--- src/rtl/cwf_pkg.sv ---
package cwf_pkg;
   typedef enum logic [1:0] {
      FS_IDLE = 2'd0,
      FS_REQ  = 2'd1,
      FS_DATA = 2'd2
   } fill_state_e;

   localparam logic [1:0] BURST_WRAP = 2'b10;
endpackage

--- src/rtl/cwf_req_gen.sv ---
module cwf_req_gen #(
   parameter int ADDR_W     = 32,
   parameter int DATA_W     = 32,
   parameter int LINE_WORDS = 4,
   localparam int BEAT_BYTES = DATA_W / 8,
   localparam int OFF_W      = $clog2(BEAT_BYTES),
   localparam int SLOT_W     = $clog2(LINE_WORDS),
   localparam int LINE_OFF_W = OFF_W + SLOT_W
) (
   input  logic              clk,
   input  logic              rst_n,
   input  logic              load,
   input  logic [ADDR_W-1:0] miss_addr,
   output logic [ADDR_W-1:0] req_addr,
   output logic [ADDR_W-LINE_OFF_W-1:0] line_tag,
   output logic [SLOT_W-1:0] start_slot,
   output logic [7:0]        len_code,
   output logic [2:0]        size_code
);
   generate
      if (LINE_WORDS != 2 && LINE_WORDS != 4 && LINE_WORDS != 8 && LINE_WORDS != 16) begin : g_bad_len
         $error("LINE_WORDS must be 2, 4, 8 or 16");
      end
      if (DATA_W < 8 || (DATA_W & (DATA_W - 1)) != 0) begin : g_bad_w
         $error("DATA_W must be a power of two of at least 8");
      end
      if (ADDR_W <= LINE_OFF_W) begin : g_bad_a
         $error("ADDR_W too small for the line size");
      end
   endgenerate

   logic [ADDR_W-OFF_W-1:0] word_q;

   always_ff @(posedge clk) begin
      if (!rst_n) begin
         word_q <= '0;
      end else if (load) begin
         word_q <= miss_addr[ADDR_W-1:OFF_W];
      end
   end

   generate
      if (OFF_W > 0) begin : g_off
         assign req_addr = {word_q, {OFF_W{1'b0}}};
      end else begin : g_nooff
         assign req_addr = word_q;
      end
   endgenerate

   assign line_tag   = word_q[ADDR_W-OFF_W-1:SLOT_W];
   assign start_slot = word_q[SLOT_W-1:0];
   assign len_code   = 8'(LINE_WORDS - 1);
   assign size_code  = 3'(OFF_W);
endmodule

--- src/rtl/cwf_slot_steer.sv ---
module cwf_slot_steer #(
   parameter int LINE_WORDS = 4,
   localparam int SLOT_W    = $clog2(LINE_WORDS)
) (
   input  logic              clk,
   input  logic              rst_n,
   input  logic              restart,
   input  logic              beat,
   input  logic              last_in,
   input  logic [SLOT_W-1:0] start_slot,
   output logic [SLOT_W-1:0] slot_idx,
   output logic [LINE_WORDS-1:0] slot_onehot,
   output logic              first_beat,
   output logic              fill_end,
   output logic              len_err
);
   logic [SLOT_W-1:0] cnt_q;
   logic              final_beat;

   always_ff @(posedge clk) begin
      if (!rst_n) begin
         cnt_q <= '0;
      end else if (restart) begin
         cnt_q <= '0;
      end else if (beat) begin
         cnt_q <= cnt_q + 1'b1;
      end
   end

   assign slot_idx   = start_slot + cnt_q;
   assign first_beat = (cnt_q == '0);
   assign final_beat = (cnt_q == SLOT_W'(LINE_WORDS - 1));
   assign fill_end   = beat && (last_in || final_beat);
   assign len_err    = beat && (last_in != final_beat);

   generate
      for (genvar i = 0; i < LINE_WORDS; i++) begin : g_dec
         assign slot_onehot[i] = beat && (slot_idx == SLOT_W'(i));
      end
   endgenerate
endmodule

--- src/rtl/cwf_line_store.sv ---
module cwf_line_store #(
   parameter int DATA_W     = 32,
   parameter int LINE_WORDS = 4,
   localparam int SLOT_W    = $clog2(LINE_WORDS)
) (
   input  logic                  clk,
   input  logic                  rst_n,
   input  logic                  clr,
   input  logic [LINE_WORDS-1:0] wr_onehot,
   input  logic [DATA_W-1:0]     wr_data,
   input  logic [SLOT_W-1:0]     rd_slot,
   output logic                  rd_vld,
   output logic [DATA_W-1:0]     rd_data
);
   logic [DATA_W-1:0]     word_q [LINE_WORDS];
   logic [LINE_WORDS-1:0] vld_q;

   generate
      for (genvar i = 0; i < LINE_WORDS; i++) begin : g_slot
         always_ff @(posedge clk) begin
            if (!rst_n) begin
               word_q[i] <= '0;
               vld_q[i]  <= 1'b0;
            end else if (clr) begin
               vld_q[i]  <= 1'b0;
            end else if (wr_onehot[i]) begin
               word_q[i] <= wr_data;
               vld_q[i]  <= 1'b1;
            end
         end
      end
   endgenerate

   assign rd_vld  = vld_q[rd_slot];
   assign rd_data = word_q[rd_slot];


   wr_one_slot_chk: assert property (@(posedge clk) disable iff (!rst_n)
      $onehot0(wr_onehot));


   no_rewrite_chk: assert property (@(posedge clk) disable iff (!rst_n)
      (!clr && |(wr_onehot & vld_q)) |-> 1'b0);
endmodule

--- src/rtl/cwf_fill_buf.sv ---
module cwf_fill_buf #(
   parameter int ADDR_W     = 32,
   parameter int DATA_W     = 32,
   parameter int LINE_WORDS = 4,
   localparam int BEAT_BYTES = DATA_W / 8,
   localparam int OFF_W      = $clog2(BEAT_BYTES),
   localparam int SLOT_W     = $clog2(LINE_WORDS),
   localparam int LINE_OFF_W = OFF_W + SLOT_W
) (
   input  logic              clk,
   input  logic              rst_n,
   input  logic              miss_valid,
   input  logic [ADDR_W-1:0] miss_addr,
   output logic              miss_ready,
   output logic              ar_valid,
   input  logic              ar_ready,
   output logic [ADDR_W-1:0] ar_addr,
   output logic [7:0]        ar_len,
   output logic [2:0]        ar_size,
   output logic [1:0]        ar_burst,
   input  logic              r_valid,
   output logic              r_ready,
   input  logic [DATA_W-1:0] r_data,
   input  logic              r_last,
   output logic              cpu_word_valid,
   output logic [DATA_W-1:0] cpu_word,
   output logic              fill_done,
   output logic              proto_err,
   input  logic [ADDR_W-1:0] hit_addr,
   output logic              hit_valid,
   output logic [DATA_W-1:0] hit_data
);
   import cwf_pkg::*;

   fill_state_e state_q;
   logic        accept, ar_hs, beat;
   logic [ADDR_W-LINE_OFF_W-1:0] line_tag;
   logic [SLOT_W-1:0]     start_slot, slot_idx;
   logic [LINE_WORDS-1:0] slot_onehot;
   logic        first_beat, fill_end, len_err;
   logic        tag_known_q;
   logic        rd_vld;
   logic [DATA_W-1:0] rd_data;

   assign miss_ready = (state_q == FS_IDLE);
   assign ar_valid   = (state_q == FS_REQ);
   assign r_ready    = (state_q == FS_DATA);
   assign accept     = miss_valid && miss_ready;
   assign ar_hs      = ar_valid && ar_ready;
   assign beat       = r_valid && r_ready;
   assign ar_burst   = BURST_WRAP;

   cwf_req_gen #(.ADDR_W(ADDR_W), .DATA_W(DATA_W), .LINE_WORDS(LINE_WORDS)) u_req (
      .clk(clk), .rst_n(rst_n), .load(accept), .miss_addr(miss_addr),
      .req_addr(ar_addr), .line_tag(line_tag), .start_slot(start_slot),
      .len_code(ar_len), .size_code(ar_size)
   );

   cwf_slot_steer #(.LINE_WORDS(LINE_WORDS)) u_steer (
      .clk(clk), .rst_n(rst_n), .restart(ar_hs), .beat(beat), .last_in(r_last),
      .start_slot(start_slot), .slot_idx(slot_idx), .slot_onehot(slot_onehot),
      .first_beat(first_beat), .fill_end(fill_end), .len_err(len_err)
   );

   cwf_line_store #(.DATA_W(DATA_W), .LINE_WORDS(LINE_WORDS)) u_store (
      .clk(clk), .rst_n(rst_n), .clr(accept), .wr_onehot(slot_onehot),
      .wr_data(r_data), .rd_slot(hit_addr[LINE_OFF_W-1:OFF_W]),
      .rd_vld(rd_vld), .rd_data(rd_data)
   );

   always_ff @(posedge clk) begin
      if (!rst_n) begin
         state_q <= FS_IDLE;
      end else begin
         unique case (state_q)
            FS_IDLE: if (accept)   state_q <= FS_REQ;
            FS_REQ:  if (ar_hs)    state_q <= FS_DATA;
            FS_DATA: if (fill_end) state_q <= FS_IDLE;
            default:               state_q <= FS_IDLE;
         endcase
      end
   end

   always_ff @(posedge clk) begin
      if (!rst_n) begin
         cpu_word_valid <= 1'b0;
         cpu_word       <= '0;
         fill_done      <= 1'b0;
         proto_err      <= 1'b0;
         tag_known_q    <= 1'b0;
      end else begin
         cpu_word_valid <= beat && first_beat;
         if (beat && first_beat) cpu_word <= r_data;
         fill_done <= fill_end;
         if (len_err) proto_err <= 1'b1;
         if (accept) tag_known_q <= 1'b1;
      end
   end

   assign hit_valid = tag_known_q && rd_vld &&
                      (hit_addr[ADDR_W-1:LINE_OFF_W] == line_tag);
   assign hit_data  = hit_valid ? rd_data : '0;


   ar_hold_chk: assert property (@(posedge clk) disable iff (!rst_n)
      (ar_valid && !ar_ready) |=> (ar_valid && $stable(ar_addr)));


   cpu_pulse_chk: assert property (@(posedge clk) disable iff (!rst_n)
      cpu_word_valid |=> !cpu_word_valid);


   done_pulse_chk: assert property (@(posedge clk) disable iff (!rst_n)
      fill_done |-> (miss_ready && !$past(fill_done)));


   err_sticky_chk: assert property (@(posedge clk) disable iff (!rst_n)
      proto_err |=> proto_err);


   no_beat_outside_chk: assert property (@(posedge clk) disable iff (!rst_n)
      !r_ready |-> (slot_onehot == '0));
endmodule

--- config.mk ---
export PLATFORM = sky130hd
export DESIGN_NAME = cwf_fill_buf
export DESIGN_NICKNAME = d
export VERILOG_FILES = /design/src/rtl/cwf_pkg.sv /design/src/rtl/cwf_req_gen.sv /design/src/rtl/cwf_slot_steer.sv /design/src/rtl/cwf_line_store.sv /design/src/rtl/cwf_fill_buf.sv
export SDC_FILE = /design/constraint.sdc
export NUM_CORES = 1
export LEC_CHECK = 0
export BUFFER_PORTS_ARGS = -buffer_cell sky130_fd_sc_hd__clkbuf_2
export CAP_MARGIN = 20
export CORE_UTILIZATION = 55
export CTS_CLUSTER_DIAMETER = 60
export DETAILED_ROUTE_END_ITERATION = 8
export PLACE_DENSITY = 0.81
export SETUP_SLACK_MARGIN = 0.3
export SLEW_MARGIN = 20
export SYNTH_ARGS = -nofsm -noshare
export SYNTH_HDL_FRONTEND = slang
export SYNTH_SLANG_ARGS = --single-unit
--- constraint.sdc ---
create_clock -name clk -period 6.3 [get_ports clk]
set_clock_uncertainty 0.1 [all_clocks]
set_input_delay 0.945 -clock clk [delete_from_list [all_inputs] [get_ports clk]]
set_output_delay 0.945 -clock clk [all_outputs]
set_load 0.05 [all_outputs]
# Word level (Yosys, flattened, before mapping)
# Memory sizes are Yosys's and may differ from the RTL's.
# Cells that the tools add are included.
dict set report op_classes {
  addsub 2
  magnitude_cmp 1
  n_eq_ne 11
  n_mux 28
  n_bitwise 5
  n_reduce_logical 19
}
# cell count
set ops {}
lappend ops {{two-way mux 32 bit} 5}
lappend ops {{equality test 28 bit} 1}
lappend ops {{two-way mux 1 bit} 18}
lappend ops {{logical AND 1 bit} 12}
lappend ops {{equality test 2 bit (second input constant)} 4}
lappend ops {{logical NOT 2 bit} 3}
lappend ops {{two-way mux 2 bit} 3}
lappend ops {{!= test 2 x 1 -> 1 bit (second input constant)} 3}
lappend ops {{case mux 2 bit (3 select lines)} 1}
lappend ops {{equality test 2 x 1 -> 1 bit (second input constant)} 2}
lappend ops {{OR 1 bit} 4}
lappend ops {{OR reduction 2 bit} 2}
lappend ops {{< comparator 2 x 3 -> 1 bit (second input constant)} 1}
lappend ops {{AND reduction 3 bit} 1}
lappend ops {{adder 2 x 1 -> 2 bit (second input constant)} 1}
lappend ops {{adder 2 bit} 1}
lappend ops {{binary-select mux 1 bit (select 2 bit)} 1}
lappend ops {{logical OR 1 bit} 1}
lappend ops {{!= test 1 bit} 1}
lappend ops {{inverter 1 bit} 1}
dict set report totals {
  ff_bits 74
  ram_bits 128
  input_bits 102
  output_inout_bits 116
  wordCells 79
  n_memories 1
}
# memory depth word_bits read_ports rd_clocked_by_memory_dff wr line
set memory_table {}
lappend memory_table {u_store.word_q 4 32 1 0 4 cwf_line_store.sv:15} ;# logic [DATA_W-1:0] word_q [LINE_WORDS];

# Depth between registers and ports, before layout
# Gate-level depths: netlist (run 1).
dict set report logic_depth {
  ltp_word 8
  ltp_mapped 7
  mapped_depth_nobuf 5
}

# By module
# Synthesis (run 1) repeated with hierarchy kept, for this count alone.
dict set report hier_totals {
  hier_cells 816
  area_unflattened_um2 9539.1
}
# module instances cells_each area_each_um2 seq_area_each_um2
set by_module_without_submodules {}
lappend by_module_without_submodules {cwf_line_store 1 370 5596.6 3923.8}
lappend by_module_without_submodules {cwf_fill_buf 1 281 2230.9 760.7}
lappend by_module_without_submodules {cwf_req_gen 1 142 1501.4 600.6}
lappend by_module_without_submodules {cwf_slot_steer 1 23 210.2 40.0}

# Least setup slack after synthesis (run 1)
# Ideal clock, no wire load.
dict set report synth_path {
  path_kind {register to register}
  startpoint {reg state_q[1]}
  endpoint {mem u_store.word_q[0][0] (enable)}
  setup_time_ps 470
  arrival_ps 3823
  required_ps 5730
  setup_slack_ps 1907
  path_stages_with_launch 4
  n_path_buf 0
  period_less_slack_ps 4393
  path_cell_list {dfxtp_1 -> nor2b_1 -> nand2_1 -> o31ai_1}
}
# item line
set synth_lines {}
lappend synth_lines {{start: declaration} cwf_fill_buf.sv:35} ;# fill_state_e state_q;
lappend synth_lines {{start signal: assignment} cwf_fill_buf.sv:73} ;# state_q <= FS_IDLE;
lappend synth_lines {{start signal: assignment} cwf_fill_buf.sv:76} ;# FS_IDLE: if (accept) state_q <= FS_REQ;
lappend synth_lines {{start signal: assignment} cwf_fill_buf.sv:77} ;# FS_REQ: if (ar_hs) state_q <= FS_DATA;
lappend synth_lines {{end: declaration} cwf_line_store.sv:15}

# Worst setup path after layout (run 1)
dict set report layout_path {
  startpoint {in hit_addr[13]}
  endpoint {out hit_data[17]}
}
dict set report layout_between {
  elab_chain_len 3
}
# item line
set layout_rtl {}
lappend layout_rtl {{start: declaration} cwf_fill_buf.sv:29} ;# input logic [ADDR_W-1:0] hit_addr,
lappend layout_rtl {{equality test 28 bit} cwf_fill_buf.sv:101} ;# (hit_addr[ADDR_W-1:LINE_OFF_W] == line_tag);
lappend layout_rtl {{logical AND 1 bit} cwf_fill_buf.sv:100} ;# assign hit_valid = tag_known_q && rd_vld &&
lappend layout_rtl {{two-way mux 32 bit} cwf_fill_buf.sv:102} ;# assign hit_data = hit_valid ? rd_data : '0;
lappend layout_rtl {{end: declaration} cwf_fill_buf.sv:31} ;# output logic [DATA_W-1:0] hit_data
# No other way between the ends.

==> impl_metrics.csv, run 1 <==
group,metric,value,unit
power_and_ir_drop,peakVddDrop,0.2213,mV
routing,first_iter_violations,339,
setup_path,cp_slowest_cell,"nand4_2",
power_and_ir_drop,seqPwrFrac,49.5,%
finish,antenna_cells,0,
clocking,cts_max_path_buffers,3,
timing,setup_tns,0,ns
routing,first_pass_iters,5,
power_and_ir_drop,clockPowerShare,39.9,%
timing,min_period,4.547,ns
timing,finalSetupViolations,0,
floorplan,dieArea,0.01774,mm^2
yosys,ys_seq_area_share,56.25,%
placed_design,place_hpwl,13.98,mm
clocking,cts_root_buf,"clkbuf_16",
setup_path,cp-end-kind,"primary output",
power_and_ir_drop,p_total,2983,uW
global_route,use_met1,30.18,%
global_route,antenna_found_initial,1,
yosys,synth.distinct_cells,38,
floorplan,num_rows,47,
finish,fillers,1250,
outcome,status,"completed",
global_route,met3_usage,3.767,%
clocking,clkLatencyLatePin,0.49,ns
clocking,htree_levels,1,
routing,wirelength,22.01,mm
setup_path,cp-startpoint,"hit_addr[13]",
setup_path,cp.arrival,3.50,ns
global_route,grt_pass1_wl,34.35,mm
yosys,synth.ff_latch_count,202,
placed_design,gp_congestion,0.8349,
global_route,top_usage_layer,"met2",
setup_path,worstSetupStartpointType,"input port",
hold_path,hold_class,"reg -> reg",
routing,detail_route.vias_per_cell,5.435,
setup_path,rrSetupSlack,3.92,ns
hold_path,hold_path_depth,2,
setup_path,r2r-start,"u_steer.cnt_q[0]",
setup_path,crit_chain,"clkbuf_2, xor2_1, nor4_2, nand4_2, buf_4, nor4_2, clkbuf_2",
yosys,netlist_area,0.009467,mm^2
routing,antenna_left,0,
finish,area.sequential,0.005325,mm^2
clocking,cts_setup_buffers,0,
global_route,grt_max_degree,74,
power_and_ir_drop,comb_power_share,10.6,%
clocking,clk_pin_slew,0.06,ns
routing,drcViolationCount,0,
power_and_ir_drop,p_sw,724.1,uW
power_and_ir_drop,p_int,2259,uW
routing,vias,6528,
yosys,synth_top_family_by_area,"simple AND/OR/NAND/NOR gates",
clocking,cts_tree,"done",
setup_path,crit_fanout,19,
clocking,cts-resized-gates,0,
timing,rsz0062_at_grt,"false",
setup_path,worstSetupPathType,"in -> out",
finish,synthToLayoutAreaGrowth,19.05,%
finish,multi_input_area,0.003842,mm^2
power_and_ir_drop,p_per_area,264.7,mW/mm^2
setup_path,critPathCapture,"hit_data[17]",
floorplan,die_w,133.2,um
global_route,first_global_vias,6585,
setup_path,ff2ff_path_depth,5,
global_route,use_met2,46.22,%
setup_path,crit_required,5.25,ns
yosys,synth-simple-area-share,21.86,%
global_route,grt_usage,25.05,%
timing,fmax,219.9,MHz
yosys,synth-compound-area-share,6.490,%
clocking,cts_inserted_buffers,21,
power_and_ir_drop,swShare,24.27,%
clocking,cts.sinks,202,
power_and_ir_drop,leakagePower,0.004434,uW
floorplan,initial_utilization,56.68,%
yosys,synth_xor_xnor_area_share,2.498,%
setup_path,r2r-end,"u_store.word_q[1][3]",
yosys,synth-edff-count,128,
yosys,yosysWarnings,0,
yosys,async_flop_share,0,%
yosys,synth_adder_area_share,0.5287,%
timing,slew-limit-headroom,31.38,%
floorplan,boundaryPins,218,
floorplan,core,0.01670,mm^2
floorplan,die_h,133.2,um
routing,wl_per_cell,18.33,um
finish,nets,1072,
placed_design,port_buffers,198,
yosys,synth_mux_area_share,7.851,%
finish,drive_above_1_share,33.74,%
timing,min_period_over_period,72.18,%
yosys,ys.flop_type,"edfxtp_1",
timing,hold_violations,0,
clocking,ctsHoldBuffers,0,
yosys,synth_cells,786,
global_route,grt_overflow_total,0,
timing,slew_violations,0,
flow_run,maxCapViolations,0,
yosys,syn-mean-instance-area,12.04,um^2
setup_path,slowest_delay,0.73,ns
timing,worstMarginPinSlew,1.027,ns
[cells in the final DEF, fill, tap and decap left out, types with 2 or more instances in the layout]
cell type,netlist,routed
o31ai_4,0,2
nor2_1,8,4
a21boi_0,56,56
conb_1,2,15
clkbuf_2,0,199
clkbuf_16,0,21
a31o_2,4,4
mux4_2,33,33
o21ai_4,0,2
xor2_1,25,25
o21a_1,2,2
clkbuf_1,31,7
nand3_1,33,33
nor2_2,0,4
a21boi_1,7,7
dfxtp_1,74,74
nand3b_1,2,2
buf_4,20,19
xnor2_1,2,2
clkbuf_8,0,4
nand2_1,132,132
edfxtp_1,128,128
a21oi_1,5,4
ha_1,4,4
nor2b_1,6,6
nor4_2,35,35
inv_1,8,8
nor4_1,2,2
clkinv_1,0,2
and2_1,130,129
[sequential cells by signal, summed over array words and instances, names as in the netlist]
register and count:
u_store.word_q 128, u_steer.cnt_q 2, cpu_word_valid 1, tag_known_q 1
proto_err 1, cpu_word 32, state_q 2, fill_done 1
u_store.vld_q 4, u_req.word_q 30
[synthesized netlist by cell type (3+ instances only)]
library cell | count | area [um^2]
nand2_1 | 132 | 495.5
a21oi_1 | 5 | 25.02
buf_1 | 4 | 15.01
a21boi_1 | 7 | 52.55
o21ai_0 | 3 | 15.01
nor4_2 | 35 | 437.9
clkbuf_1 | 31 | 116.4
buf_6 | 3 | 33.78
buf_2 | 15 | 75.07
inv_1 | 8 | 30.03
nor2b_1 | 6 | 37.54
a21boi_0 | 56 | 420.4
edfxtp_1 | 128 | 3844
ha_1 | 4 | 50.05
dfxtp_1 | 74 | 1481
xor2_1 | 25 | 219.0
mux4_2 | 33 | 743.2
nand3_1 | 33 | 165.2
a31o_2 | 4 | 35.03
nor2_1 | 8 | 30.03
and2_1 | 130 | 813.3
buf_4 | 20 | 150.1
[power by group through the flow]
stage          logic, uW  clock network [uW]  registers (uW)
4_1_cts              317                1220            1480
6_report             315                1190            1480
5_1_grt              338                1260            1480
2_1_floorplan        164                   0            1560
3_5_place_dp         316                   0            1500
3_3_place_gp         311                   0            1500
[cell families after synthesis]
group	count (synthesis)
adder cells (fa/ha/maj)	4
flip-flops	202
AND/OR/NAND/NOR	356
XOR/XNOR	27
other	2
AO/OA/AOI/OAI	81
multiplexers	33
buffers and inverters	81
[layout make-up]
class                      instances  area share (%)
sequential                       202           47.25
multi-input combinational        516           34.10
timing repair buffer             217           10.06
clock buffer                      33           5.429
tap                              220           2.443
clock inverter                     5          0.4552
inverter                           8          0.2665
[routing by layer]
metal | vias up | wire (um)
met2 | 230 | 11470
met1 | 3157 | 8862
met5 | - | 13
li1 | 3101 | -
met4 | 2 | 437
met3 | 38 | 1232
[worst max-delay path, delay by kind of cell]
kind | cells | cell delay (ns)
buf+inv | 3 | 0.95
simple gates | 3 | 1.46
xor+xnor | 1 | 0.14
[metrics by stage]
stage,cell area (um^2),util [%],setup WS [ns],hold WS [ns],instances
2_1_floorplan,9515,-,1.907,0.3554,799
3_3_place_gp,10600,63.46,1.798,0.3404,1162
3_5_place_dp,10600,63.46,1.776,0.3438,1162
4_1_cts,11260,67.43,1.771,0.3519,1200
5_1_grt,11270,67.48,1.656,0.3721,1201
6_report,11270,67.48,1.753,0.3502,1201
[worst min-delay path by stage]
stage | from | to | slack, ns
after global routing | cpu_word[9] | cpu_word[9] | 0.37
final | cpu_word[7] | cpu_word[7] | 0.35
after detailed placement | cpu_word[7] | cpu_word[7] | 0.34
after global placement | cpu_word[2] | cpu_word[2] | 0.34
after CTS | cpu_word[7] | cpu_word[7] | 0.35
after floorplan | u_store.vld_q[2] | u_store.vld_q[2] | 0.36
Power figures use the tool's default switching activity.
==> inputs of run 2 (changes only) <==
--- a/config.mk
+++ b/config.mk
@@ -7,10 +7,10 @@
 export LEC_CHECK = 0
 export BUFFER_PORTS_ARGS = -buffer_cell sky130_fd_sc_hd__clkbuf_2
 export CAP_MARGIN = 20
-export CORE_UTILIZATION = 55
+export CORE_UTILIZATION = 49
 export CTS_CLUSTER_DIAMETER = 60
 export DETAILED_ROUTE_END_ITERATION = 8
-export PLACE_DENSITY = 0.81
+export PLACE_DENSITY = 0.76
 export SETUP_SLACK_MARGIN = 0.3
 export SLEW_MARGIN = 20
 export SYNTH_ARGS = -nofsm -noshare
==> constraint.sdc (replaced) <==
create_clock -name clk -period 3.65 [get_ports clk]
set_clock_uncertainty 0.1 [all_clocks]
set_input_delay 0.5475 -clock clk [delete_from_list [all_inputs] [get_ports clk]]
set_output_delay 0.5475 -clock clk [all_outputs]
set_load 0.05 [all_outputs]
==> run 2 against run 1 <==
Die area up 12%. Worst hold slack worse by 0.17 ns. Sequential cell count unchanged. Via count up 0.21%. Clock power up 92%. Clock-buffer cell count down 3. Routed wire length up 5.0%. Sequential share of layout area down 2.7 points. Sequential power up 72%. Core utilization down 4.0 points. Combinational power up 75%. Critical endpoint unchanged. Highest routed layer is now met4.
==> impl_metrics.csv, run 2 (synthesis gave the netlist of run 1 again) <==
group,metric,value,unit
outcome,status,"completed",
timing,slew-limit-headroom,42.46,%
clocking,htree_levels,1,
setup_path,critPathCapture,"hit_data[17]",
global_route,grt_usage,23.70,%
global_route,antenna_found_initial,0,
global_route,first_global_vias,6553,
timing,fin_ws,0.3792,ns
clocking,clk_pin_slew,0.06,ns
routing,detail_route.vias_per_cell,5.250,
setup_path,cp.arrival,2.62,ns
timing,min_period,3.271,ns
global_route,use_met2,44.83,%
setup_path,ff2ff_path_depth,5,
timing,slew_violations,0,
power_and_ir_drop,leakagePower,0.004629,uW
floorplan,boundaryPins,218,
setup_path,cp_slowest_cell,"nor4_2",
finish,fillers,1472,
setup_path,worstSetupPathDepth,6,
routing,first_iter_violations,409,
floorplan,core,0.01883,mm^2
clocking,cts_tree,"done",
global_route,grt_max_degree,53,
setup_path,rrSetupSlack,0.89,ns
power_and_ir_drop,p_total,5397,uW
timing,rsz0062_at_grt,"true",
timing,min_period_over_period,89.61,%
floorplan,die_w,141.0,um
floorplan,die_h,141.0,um
setup_path,cp-startpoint,"u_req.word_q[11]",
setup_path,worst_path_most_repeated_cell,"nor4_2",
timing,worstMarginPinSlew,0.8630,ns
finish,multi_input_area,0.003881,mm^2
setup_path,crit_chain,"xor2_1, nor4_2, nand4_4, buf_4, nor4_2, buf_12",
finish,reg_top3,"u_store.word_q: 128 flops, cpu_word: 32 flops, u_req.word_q: 30 flops",
setup_path,cp_top_family,"simple AND/OR/NAND/NOR gates",
setup_path,worstSetupStartpointType,"register",
setup_path,cp-end-kind,"primary output",
routing,drcViolationCount,0,
clocking,cts_setup_buffers,0,
finish,final_cell_mix,"clkbuf_2, nand2_1, and2_1",
finish,largest-register,"u_store.word_q",
clocking,ctsHoldBuffers,0,
timing,hold_violations,0,
setup_path,crit_fanout,33,
timing,fmax,305.7,MHz
floorplan,initial_utilization,50.27,%
finish,area.sequential,0.005325,mm^2
finish,synthToLayoutAreaGrowth,26.30,%
clocking,cts_max_path_buffers,3,
global_route,grt_overflow_total,0,
global_route,top_usage_layer,"met2",
global_route,use_met1,27.71,%
placed_design,preCtsSetupSlack,0.6102,ns
clocking,cts.sinks,202,
routing,antenna_left,0,
setup_path,slowest_delay,0.53,ns
finish,largest_reg_flops,128,
floorplan,dieArea,0.01988,mm^2
timing,finalSetupViolations,0,
hold_path,hold_class,"in -> reg",
power_and_ir_drop,peakVddDrop,0.3980,mV
setup_path,worstSetupPathType,"reg -> out",
setup_path,r2r-start,"u_req.word_q[0]",
finish,stdcell_count,1246,
finish,antenna_cells,0,
clocking,clkLatencyLatePin,0.51,ns
clocking,cts_root_buf,"clkbuf_16",
routing,wirelength,23.11,mm
routing,first_pass_iters,4,
clocking,cts_inserted_buffers,22,
finish,drive_above_1_share,34.89,%
floorplan,num_rows,50,
placed_design,dp_cells,1206,
placed_design,port_buffers,198,
finish,nets,1076,
power_and_ir_drop,p_per_area,451.4,mW/mm^2
setup_path,crit_required,3.00,ns
setup_path,cp_num_buf_inv,2,
setup_path,r2r-end,"u_store.word_q[2][13]",
routing,wl_per_cell,18.54,um
global_route,grt_pass1_wl,35.72,mm
routing,vias,6542,
finish,final_common_cell,"clkbuf_2",
placed_design,gp_congestion,0.7489,
placed_design,place_hpwl,14.91,mm
timing,setup_tns,0,ns
global_route,met3_usage,3.906,%
flow_run,maxCapViolations,0,
[run 2: changes by cell type in the layout (fill, tap and decap cells not counted), moves of 3 or more]
cell	previous run	this run
buf_12	0	31
clkbuf_1	7	1
clkbuf_16	21	24
clkbuf_2	199	168
clkinv_4	0	3
clkinvlp_4	0	3
[run 2: power breakdown]
part | switching (uW) | internal (uW)
Sequential | 42.8 | 2510
Clock | 921 | 1370
Combinational | 377 | 175
Total | 1340 | 4060
[run 2: layout make-up]
cell class | instances | share of cell area (%)
flip-flops and latches | 202 | 44.54
multi-input cells | 516 | 32.46
repair buffers | 220 | 13.54
clock buffers | 30 | 5.630
well taps | 260 | 2.721
clock inverters | 10 | 0.8581
inverters | 8 | 0.2512
[run 2: per-stage QoR]
stage | hold WS [ns] | utilization (%) | instance area, um^2
6_report | 0.1780 | 63.50 | 11960
5_1_grt | 0.1818 | 63.50 | 11960
4_1_cts | 0.1684 | 63.40 | 11940
3_5_place_dp | 0.3452 | 59.28 | 11160
3_3_place_gp | 0.3419 | 59.28 | 11160
2_1_floorplan | 0.3554 | - | 9538
[run 2: how the worst min path moves through the flow]
stage | cells after the start | startpoint | to
2_1_floorplan | 1 | u_store.vld_q[2] | u_store.vld_q[2]
3_3_place_gp | 2 | cpu_word[6] | cpu_word[6]
3_5_place_dp | 2 | cpu_word[6] | cpu_word[6]
6_report | 3 | miss_addr[30] | u_req.word_q[28]
4_1_cts | 3 | miss_addr[27] | u_req.word_q[25]
5_1_grt | 3 | miss_addr[11] | u_req.word_q[9]
[run 2: worst min-delay path, delay by kind of cell]
| family | cells | cell delay, ns |
|---|---|---|
| and+or+nand+nor | 1 | 0.04 |
| buffers and inverters | 1 | 0.08 |
| AOI/OAI and AO/OA | 1 | 0.06 |
[run 2: what timing repair did]
| action | in CTS | in global routing |
|---|---|---|
| hold endpoints to repair | 0 | 0 |
| resized for setup | 0 | 2 |
| endpoints found under the setup margin | 0 | 2 |
[run 2: metal layers]
metal  routed length, um  share of wire (%)
met3                1401                6.1
met4                 414                1.8
met1                8969                 39
met5                   0                  0
met2               12320                 53
==> inputs of run 3 (changes only) <==
--- a/config.mk
+++ b/config.mk
@@ -10,7 +10,7 @@
 export CORE_UTILIZATION = 49
 export CTS_CLUSTER_DIAMETER = 60
 export DETAILED_ROUTE_END_ITERATION = 8
-export PLACE_DENSITY = 0.76
+export PLACE_DENSITY_LB_ADDON = 0.2
 export SETUP_SLACK_MARGIN = 0.3
 export SLEW_MARGIN = 20
 export SYNTH_ARGS = -nofsm -noshare
==> run 3 against run 2 <==
Non-clock buffer count shrank 2. Routed wire length shrank 3.8%. Maximum frequency grew 1.8%. Via count shrank 1.4%. Die area is the same. Power shrank 4.2%. Worst hold slack lost 0.0050 ns. Core utilization shrank 1.4 points.
==> impl_metrics.csv, run 3 (synthesis gave the netlist of run 1 again) <==
group,metric,value,unit
floorplan,num_rows,50,
global_route,grt_max_degree,78,
routing,first_iter_violations,322,
clocking,clkLatencyLatePin,0.50,ns
routing,first_pass_iters,4,
timing,slew-limit-headroom,36.44,%
finish,fillers,1509,
power_and_ir_drop,peakVddDrop,0.3354,mV
global_route,antenna_found_initial,0,
setup_path,crit_required,3.00,ns
setup_path,cp.arrival,2.56,ns
floorplan,boundaryPins,218,
placed_design,preCtsSetupSlack,0.5875,ns
power_and_ir_drop,p_per_area,442.5,mW/mm^2
routing,detail_route.vias_per_cell,5.183,
setup_path,crit_fanout,33,
finish,antenna_cells,0,
finish,synthToLayoutAreaGrowth,23.43,%
flow_run,maxCapViolations,0,
clocking,clk_pin_slew,0.06,ns
clocking,cts_root_buf,"clkbuf_16",
timing,fmax,311.4,MHz
setup_path,cp_num_buf_inv,2,
setup_path,crit_chain,"xor2_1, nor4_2, nand4_4, buf_4, nor4_2, buf_12",
setup_path,worstSetupStartpointType,"register",
floorplan,die_w,141.0,um
finish,largest-register,"u_store.word_q",
global_route,grt_pass1_wl,35.19,mm
placed_design,place_hpwl,14.09,mm
timing,min_period,3.212,ns
timing,fin_ws,0.4383,ns
global_route,grt_overflow_total,0,
finish,largest_reg_flops,128,
hold_path,hold_class,"in -> reg",
clocking,cts_inserted_buffers,23,
global_route,first_global_vias,6613,
clocking,cts.sinks,202,
timing,finalSetupViolations,0,
clocking,ctsHoldBuffers,0,
setup_path,cp_top_family,"simple AND/OR/NAND/NOR gates",
clocking,cts_tree,"done",
timing,setup_tns,0,ns
global_route,grt_usage,23.07,%
timing,worstMarginPinSlew,0.9524,ns
setup_path,slowest_delay,0.51,ns
finish,final_common_cell,"clkbuf_2",
finish,nets,1075,
routing,vias,6453,
placed_design,gp_congestion,0.7940,
power_and_ir_drop,leakagePower,0.004513,uW
timing,hold_violations,0,
floorplan,die_h,141.0,um
placed_design,postPlaceCellArea,0.01102,mm^2
setup_path,cp_slowest_cell,"nor4_2",
finish,drive_above_1_share,33.81,%
floorplan,initial_utilization,50.27,%
setup_path,worst_path_most_repeated_cell,"nor4_2",
setup_path,worstSetupPathType,"reg -> out",
finish,stdcell_area,0.01169,mm^2
routing,antenna_left,0,
clocking,cts-resized-gates,0,
finish,final_cell_mix,"clkbuf_2, nand2_1, and2_1",
placed_design,port_buffers,198,
clocking,htree_levels,1,
clocking,cts_setup_buffers,0,
floorplan,core,0.01883,mm^2
timing,min_period_over_period,87.99,%
power_and_ir_drop,p_total,5171,uW
finish,reg_top3,"u_store.word_q: 128 flops, cpu_word: 32 flops, u_req.word_q: 30 flops",
routing,wl_per_cell,17.86,um
setup_path,cp-end-kind,"primary output",
routing,wirelength,22.24,mm
routing,drcViolationCount,0,
floorplan,dieArea,0.01988,mm^2
outcome,status,"completed",
clocking,cts_max_path_buffers,3,
timing,slew_violations,0,
timing,rsz0062_at_grt,"false",
[run 3: worst min-delay path, stage by stage]
cell,delay [ns]
clkbuf_2,0.08
nand2_1,0.04
a21boi_0,0.06
[run 3: final timing paths]
check | from | endpoint | slack (ns) | depth (start not counted)
setup / recovery | u_req.word_q[11] | hit_data[6] | 0.44 | 6
hold / removal | miss_addr[6] | u_req.word_q[4] | 0.17 | 3
setup reg to reg | u_req.word_q[0] | u_store.word_q[2][21] | 0.96 | 5
hold reg to reg | cpu_word[5] | cpu_word[5] | 0.35 | 2
[run 3: through the flow]
stage,cells,utilization (%),hold WS [ns]
after CTS,1245,62.05,0.1602
final,1245,62.05,0.1730
after global routing,1245,62.05,0.1731
after floorplan,799,-,0.3554
after global placement,1204,58.53,0.3422
after detailed placement,1204,58.53,0.3472
[run 3: where the power goes]
group / switching, uW / leakage [uW] / total [uW] / internal (uW)
registers: 39.2 / 0.00192 / 2550 / 2510
clock network: 885 / 0.000323 / 2070 / 1180
logic: 377 / 0.00227 / 555 / 179
total: 1300 / 0.00451 / 5170 / 3870
[run 3: area by class of cell]
| type | instances | area, um^2 | share of cell area, % |
|---|---|---|---|
| sequential | 202 | 5325 | 45.57 |
| clock inverter | 7 | 35.03 | 0.2998 |
| timing repair buffer | 218 | 1479 | 12.66 |
| inverter | 8 | 30.03 | 0.2570 |
| multi-input combinational | 516 | 3864 | 33.07 |
| tap | 260 | 325.3 | 2.784 |
| clock buffer | 34 | 626.9 | 5.365 |
[run 3: metal layers]
| layer | GRT usage (%) | part of all wire (%) | up-vias |
|---|---|---|---|
| met5 | 0 | 0 | - |
| met4 | 5.435 | 1.4 | 0 |
| met3 | 3.635 | 5.3 | 29 |
| met2 | 41.95 | 51 | 181 |
| met1 | 28.74 | 43 | 3145 |
| li1 | - | - | 3098 |
